`src/rtl/i2c_bt_pkg.sv`:
```
package i2c_bt_pkg;
  // setting slot indices, equal to the reg_sel codes
  localparam int IDX_HIGH = 0;
  localparam int IDX_LOW  = 1;
  localparam int IDX_HOLD = 2;
  localparam int NREG     = 3;

  typedef enum logic [1:0] {
    ST_IDLE = 2'd0,
    ST_LOW  = 2'd1,
    ST_HIGH = 2'd2
  } bt_state_e;
endpackage

```
`src/rtl/bt_regfile.sv`:
```
module bt_regfile #(
  parameter int DW       = 8,
  parameter int HIGH_RST = 8'h3F,
  parameter int LOW_RST  = 8'h3F,
  parameter int HOLD_RST = 8'h01
) (
  input  logic          clk,
  input  logic          rst,
  input  logic          we,
  input  logic [1:0]    sel,
  input  logic [DW-1:0] wdata,
  output logic [DW-1:0] high_q,
  output logic [DW-1:0] low_q,
  output logic [DW-1:0] hold_q
);
  import i2c_bt_pkg::*;

  localparam logic [NREG*DW-1:0] RST_VEC =
    {DW'(HOLD_RST), DW'(LOW_RST), DW'(HIGH_RST)};

  logic [DW-1:0] regs_q [NREG];

  for (genvar i = 0; i < NREG; i++) begin : g_slot
    always_ff @(posedge clk) begin
      if (rst)
        regs_q[i] <= RST_VEC[i*DW +: DW];
      else if (we && sel == 2'(i))
        regs_q[i] <= wdata;
    end
  end

  assign high_q = regs_q[IDX_HIGH];
  assign low_q  = regs_q[IDX_LOW];
  assign hold_q = regs_q[IDX_HOLD];
endmodule

```
`src/rtl/bt_phase_calc.sv`:
```
module bt_phase_calc #(
  parameter int DW = 8,
  localparam int CW = DW + 2
) (
  input  logic [DW-1:0] high_v,
  input  logic [DW-1:0] low_v,
  input  logic [DW-1:0] hold_v,
  output logic [CW-1:0] low_last,
  output logic [CW-1:0] high_last,
  output logic [CW-1:0] sda_at
);
  logic [CW-1:0] hold_plus2;

  // terminal counts: a phase spans counter values 0 .. 4*v+1
  assign low_last   = {low_v, 2'b01};
  assign high_last  = {high_v, 2'b01};
  assign hold_plus2 = CW'(hold_v) + CW'(2);

  // pull the SDA update into the last low cycle when the hold reaches it
  assign sda_at = (hold_plus2 > low_last) ? low_last : hold_plus2;
endmodule

```
`src/rtl/bt_seq.sv`:
```
module bt_seq #(
  parameter int CW = 10
) (
  input  logic          clk,
  input  logic          rst,
  input  logic          en,
  input  logic          bit_start,
  input  logic          bit_val,
  input  logic [CW-1:0] low_last,
  input  logic [CW-1:0] high_last,
  input  logic [CW-1:0] sda_at,
  output logic          scl_oe,
  output logic          sda_oe,
  output logic          fall_stb,
  output logic          rise_stb,
  output logic          sda_stb
);
  import i2c_bt_pkg::*;

  bt_state_e     state_q;
  logic [CW-1:0] cnt_q;
  logic [CW-1:0] lim_q;
  logic [CW-1:0] sda_at_q;
  logic          bit_q;
  logic          en_q;
  logic [CW-1:0] cnt_nx;

  assign cnt_nx = cnt_q + CW'(1);

  always_ff @(posedge clk) begin
    if (rst) en_q <= 1'b0;
    else     en_q <= en;
  end

  always_ff @(posedge clk) begin
    if (rst || !en) begin
      state_q  <= ST_IDLE;
      cnt_q    <= '0;
      lim_q    <= '0;
      sda_at_q <= '0;
      bit_q    <= 1'b1;
      scl_oe   <= 1'b0;
      sda_oe   <= 1'b0;
      fall_stb <= 1'b0;
      rise_stb <= 1'b0;
      sda_stb  <= 1'b0;
    end else begin
      fall_stb <= 1'b0;
      rise_stb <= 1'b0;
      sda_stb  <= 1'b0;
      case (state_q)
        ST_IDLE: begin
          if (bit_start) begin
            state_q  <= ST_LOW;
            cnt_q    <= '0;
            lim_q    <= low_last;
            sda_at_q <= sda_at;
            bit_q    <= bit_val;
            scl_oe   <= 1'b1;
            fall_stb <= 1'b1;
          end
        end
        ST_LOW: begin
          cnt_q <= cnt_nx;
          if (cnt_nx == sda_at_q) begin
            sda_oe  <= ~bit_q;
            sda_stb <= 1'b1;
          end
          if (cnt_q == lim_q) begin
            state_q  <= ST_HIGH;
            cnt_q    <= '0;
            lim_q    <= high_last;
            scl_oe   <= 1'b0;
            rise_stb <= 1'b1;
          end
        end
        ST_HIGH: begin
          cnt_q <= cnt_nx;
          if (cnt_q == lim_q) begin
            cnt_q <= '0;
            if (bit_start) begin
              state_q  <= ST_LOW;
              lim_q    <= low_last;
              sda_at_q <= sda_at;
              bit_q    <= bit_val;
              scl_oe   <= 1'b1;
              fall_stb <= 1'b1;
            end else begin
              state_q <= ST_IDLE;
            end
          end
        end
        default: state_q <= ST_IDLE;
      endcase
    end
  end

  // data line moves only inside a low phase
  p_sda_low_only_r6: assert property (@(posedge clk) disable iff (rst || !en || !en_q)
    (sda_oe != $past(sda_oe)) |-> (scl_oe && $past(scl_oe)));

  // falling strobe marks the first pulled-low cycle
  p_fall_edge_r7: assert property (@(posedge clk) disable iff (rst || !en || !en_q)
    fall_stb |-> (scl_oe && !$past(scl_oe)));

  // rising strobe marks the first released cycle
  p_rise_edge_r7: assert property (@(posedge clk) disable iff (rst || !en || !en_q)
    rise_stb |-> (!scl_oe && $past(scl_oe)));

  // strobes never overlap
  p_strobe_onehot_r7: assert property (@(posedge clk) disable iff (rst)
    $onehot0({fall_stb, rise_stb, sda_stb}));

  // disable releases both lines
  p_release_r10: assert property (@(posedge clk) disable iff (rst)
    !en |=> (!scl_oe && !sda_oe && !fall_stb && !rise_stb && !sda_stb));

  // phase counter stays inside its latched limit
  p_cnt_bound_r2: assert property (@(posedge clk) disable iff (rst)
    (state_q != ST_IDLE) |-> (cnt_q <= lim_q));

  // SDA update only ever lands in a low phase
  p_sda_in_low_r5: assert property (@(posedge clk) disable iff (rst || !en)
    sda_stb |-> (state_q == ST_LOW && scl_oe));
endmodule

```
`src/rtl/i2c_bit_timer.sv`:
```
module i2c_bit_timer #(
  parameter int DW       = 8,
  parameter int HIGH_RST = 8'h3F,
  parameter int LOW_RST  = 8'h3F,
  parameter int HOLD_RST = 8'h01
) (
  input  logic          clk,
  input  logic          rst,
  input  logic          en,
  input  logic          bit_start,
  input  logic          bit_val,
  input  logic          reg_we,
  input  logic [1:0]    reg_sel,
  input  logic [DW-1:0] reg_wdata,
  output logic          scl_oe,
  output logic          sda_oe,
  output logic          fall_stb,
  output logic          rise_stb,
  output logic          sda_stb
);
  localparam int CW = DW + 2;

  logic [DW-1:0] high_v, low_v, hold_v;
  logic [CW-1:0] low_last, high_last, sda_at;

  bt_regfile #(
    .DW(DW), .HIGH_RST(HIGH_RST), .LOW_RST(LOW_RST), .HOLD_RST(HOLD_RST)
  ) u_regs (
    .clk(clk), .rst(rst), .we(reg_we), .sel(reg_sel), .wdata(reg_wdata),
    .high_q(high_v), .low_q(low_v), .hold_q(hold_v)
  );

  bt_phase_calc #(.DW(DW)) u_calc (
    .high_v(high_v), .low_v(low_v), .hold_v(hold_v),
    .low_last(low_last), .high_last(high_last), .sda_at(sda_at)
  );

  bt_seq #(.CW(CW)) u_seq (
    .clk(clk), .rst(rst), .en(en), .bit_start(bit_start), .bit_val(bit_val),
    .low_last(low_last), .high_last(high_last), .sda_at(sda_at),
    .scl_oe(scl_oe), .sda_oe(sda_oe), .fall_stb(fall_stb),
    .rise_stb(rise_stb), .sda_stb(sda_stb)
  );
endmodule

```
`config.mk`:
```
export PLATFORM = sky130hd
export DESIGN_NAME = i2c_bit_timer
export DESIGN_NICKNAME = d
export VERILOG_FILES = /design/src/rtl/i2c_bt_pkg.sv /design/src/rtl/bt_regfile.sv /design/src/rtl/bt_phase_calc.sv /design/src/rtl/bt_seq.sv /design/src/rtl/i2c_bit_timer.sv
export SDC_FILE = /design/constraint.sdc
export NUM_CORES = 1
export LEC_CHECK = 0
export BUFFER_PORTS_ARGS = -buffer_cell sky130_fd_sc_hd__clkbuf_2
export CAP_MARGIN = 40
export CORE_MARGIN = 8
export CORE_UTILIZATION = 55
export DETAILED_ROUTE_END_ITERATION = 8
export GPL_ROUTABILITY_DRIVEN = 0
export PLACE_DENSITY = 0.88
export SLEW_MARGIN = 10
export SYNTH_ARGS = -nofsm -noshare
export SYNTH_HDL_FRONTEND = slang
export SYNTH_HIERARCHICAL = 1
export SYNTH_SLANG_ARGS = --single-unit
```
`constraint.sdc`:
```
create_clock -name clk -period 3.1 [get_ports clk]
set_clock_uncertainty 0.2 [all_clocks]
set_input_delay 0.155 -clock clk [delete_from_list [all_inputs] [get_ports clk]]
set_output_delay 0.155 -clock clk [all_outputs]
set_load 0.02 [all_outputs]
```
==> results.py <==
metrics = {
    "detailed_routing": {
        "firstDrtPassIters": 5,
        "vias": 2880,
        "drc_errors": 0,
        "wl_um": 8080,
        "drt_iter0_markers": 164,
        "via_per_inst": 5.77,
        "wl_per_cell_um": 16.2,
        "postRouteAntennaNets": 0,
    },
    "finish": {
        "syn_to_final_growth_pct": 8.58,
        "drive_gt1_share_pct": 17.7,
        "diodes": 0,
        "final_nets": 443,
        "fill_cells": 569,
    },
    "floorplanning": {
        "die_w_um": 99.2,
        "io-pin-count": 21,
        "rows": 30,
        "die_h_um": 99.2,
        "die-area_um2": 9840,
        "core_area_um2": 6760,
        "initial_core_util_pct": 56.3,
    },
    "clock_tree": {
        "clockBufferDepth": 2,
        "cts_tree": "built",
        "cts_made_buffers": 9,
        "htree_levels": 3,
        "cts_sinks": 62,
        "cts_root_buf": "clkbuf_8",
        "clk_pin_slew_worst_paths_ns": 0.07,
        "clk-insertion-delay-late_ns": 0.33,
    },
    "placed_design": {
        "pre_cts_ws_ns": 0.0266,
        "dp_hpwl_um": 5720,
        "io_buffer_count": 20,
    },
    "synth": {
        "synthTopCellsByArea": "dfxtp_1 (20%), edfxtp_1 (19%), xor2_1 (4.4%)",
        "synthCells": 406,
        "async_flop_share_pct": 0,
        "synth.distinct_cells": 57,
        "ys_seq_elements": 62,
        "yosys_most_used_dff": "dfxtp_1",
        "synth-edff-count": 24,
        "syn_avg_cell_area_um2": 9.37,
        "ys_warn_count": 6,
        "synth_area_um2": 3810,
        "yosysSeqAreaShare_pct": 38.9,
        "yosysTopAreaCellShare_pct": 20.0,
        "yosysTopAreaCell": "dfxtp_1",
    },
    "global_routing": {
        "grt_pass1_wl_um": 13200,
        "antenna_found_initial": 0,
        "gr-max-usage-layer": "met2",
        "grt_util_met1_pct": 17.8,
        "grt_overflow": 0,
        "grtUsageMet3_pct": 5.94,
        "grt_pass1_vias": 2835,
        "grt_start_max_net_pins": 23,
        "track_usage_pct": 16.7,
        "use_met2_pct": 29.5,
    },
    "power_and_ir_drop": {
        "ir_drop_uv": 304,
        "leakage_nw": 1.62,
        "p_per_area_nw_per_um2": 453,
        "power_mw": 1.87,
    },
    "worst_setup_path": {
        "cp.arrival_ns": 3.07,
        "criticalPathCategory": "reg2reg",
        "slowest_delay_ns": 0.42,
        "critical_path.slowest_cell": "edfxtp_1",
        "worst-path-max-fanout": 7,
        "cp-start-kind": "flop",
        "cp_cell_sequence": "ha_2, nand3_2, nor2_2, xor2_1, ha_1, nand4b_4, or2_4, o32ai_4, o31ai_4, buf_12, mux2_4, nand3_1, o21ai_0",
        "cp.required_ns": 3.11,
        "end_kind": "flop",
    },
    "sta": {
        "setup_viol": 0,
        "fmax_mhz": 327,
        "drv_slew": 0,
        "finalCritPeriodShare_pct": 98.7,
        "rsz0062_at_grt": "yes",
        "tightest_slew_ns": 0.817,
        "slew-limit-headroom_pct": 45.0,
        "hold_violations": 0,
        "layout_setup_ws_ns": 0.0414,
        "finalCriticalPeriod_ns": 3.06,
        "final.setup.tns_ns": 0,
    },
    "run": {
        "cap_violations": 0,
    },
    "worst_hold_path": {
        "hp-class": "in2reg",
    },
    "outcome": {
        "run_status": "completed",
    },
}
[cells in the mapped netlist, types with 3 or more instances]
cell      count
buf_6         3
mux2_4        7
buf_4        22
nand4_1       3
ha_1         13
inv_1        19
edfxtp_1     24
o21ai_0      12
and3_1        3
dfxtp_1      38
mux2i_1      13
nand2b_1     18
clkbuf_1     11
a21o_2        3
nor2_1       34
and2_1        5
a311oi_1      5
nand3_1      22
xnor2_1       9
buf_2        10
nor3_1        8
a21oi_1      18
xor2_1       19
a211oi_1     13
nor2b_1       5
nand2_1      31
[registers in the layout, indices dropped and copies added (netlist names), 2 cells and up]
name	cells
u_seq/sda_at_q	10
u_seq/cnt_q	10
u_seq/state_q	2
u_seq/lim_q	10
u_regs/regs_q	24
[power breakdown]
part / switching [mW] / internal, mW
logic: 0.165 / 0.133
registers: 0.0309 / 0.888
clock network: 0.296 / 0.360
total: 0.492 / 1.38
[worst paths after layout]
path | cells past startpoint | slack, ns | end | startpoint
hold / removal | 3 | 0.06 | u_regs/regs_q[0][6]$_SDFFCE_PN0P_ | reg_wdata[6]
setup / recovery | 13 | 0.04 | u_seq/sda_at_q[2]$_SDFFE_PP0P_ | u_regs/regs_q[2][2]$_SDFFCE_PN0P_
setup reg to reg | 13 | 0.04 | u_seq/sda_at_q[2]$_SDFFE_PP0P_ | u_regs/regs_q[2][2]$_SDFFCE_PN0P_
hold reg to reg | 2 | 0.25 | u_seq/sda_oe$_SDFFE_PP0P_ | u_seq/sda_oe$_SDFFE_PP0P_
[what timing repair did]
action | CTS | global route
hold endpoints to repair | 22 | 0
setup buffers | 0 | 6
hold buffers | 9 | 0
gates resized for setup | 0 | 11
endpoints found under the setup margin | 0 | 7
[cell type report]
cell class              count  area [µm²]  share of cell area, %
inverters                  19        71.3                   1.73
well taps                  80         100                   2.42
repair buffers             40         293                   7.08
clock buffers              10         128                   3.09
clock inverters             6        52.6                   1.27
multi-input cells         282        2010                   48.6
flip-flops and latches     62        1480                   35.8
[routing by layer]
| layer | part of all wire [%] | routed length [µm] |
|---|---|---|
| met1 | 42 | 3370 |
| met5 | 0 | 0 |
| met3 | 5.3 | 427 |
| met2 | 50 | 4070 |
| met4 | 2.6 | 209 |
[cells by family (layout without fill, tap and decap cells)]
family / after synthesis / after routing / synth area share [%]
AO/OA/AOI/OAI: 71 / 71 / 13.9
XOR/XNOR: 28 / 28 / 6.44
adder cells (fa/ha/maj): 13 / 13 / 4.27
buffers and inverters: 65 / 75 / 9.50
flip-flops: 62 / 62 / 38.9
multiplexers: 20 / 20 / 6.18
other: 2 / 5 / 0.197
AND/OR/NAND/NOR: 145 / 145 / 20.6
[cells in the final DEF (no fill, tap or decap), types with 2 or more instances in the layout]
cell and n:
nand4_1 3, a21oi_1 18, dfxtp_1 38, conb_1 5, nand2_1 31, clkbuf_2 20
nor3_1 7, o32ai_1 2, nand3b_1 2, o21ai_0 9, mux2i_1 13, clkbuf_8 9
and2_1 5, o21ai_1 4, nor4_2 2, nor3b_1 2, buf_4 9, a21o_2 3
nor2_1 32, ha_1 12, nor2_2 2, inv_1 19, nand3_2 5, mux2_4 7
xor2_1 19, a211oi_1 13, o31ai_1 2, nor2b_1 5, dlygate4sd3_1 9, a31oi_1 2
clkinv_1 4, and3_1 3, nand2b_1 18, a311oi_1 5, edfxtp_1 24, xnor2_1 9
nand3_1 18
[critical path, delay by kind of cell, from the launching register on]
family | cells | cell delay, ns
adders and majority gates | 2 | 0.57
muxes | 1 | 0.30
DFF | 1 | 0.42
and+or+nand+nor | 5 | 0.59
buffers and inverters | 1 | 0.16
AOI/OAI and AO/OA | 3 | 0.53
xor gates and xnor gates | 1 | 0.17
[through the flow]
stage / util [%] / hold slack (ns) / std cells / cell area (µm²)
floorplan: - / 0.0912 / 409 / 3820
global placement: 55.6 / 0.225 / 467 / 3760
detailed placement: 55.8 / 0.236 / 468 / 3770
CTS: 59.8 / 0.0364 / 493 / 4040
global route: 61.2 / 0.0615 / 499 / 4130
finish: 61.2 / 0.0636 / 499 / 4130
(Power assumes the default switching activity.)
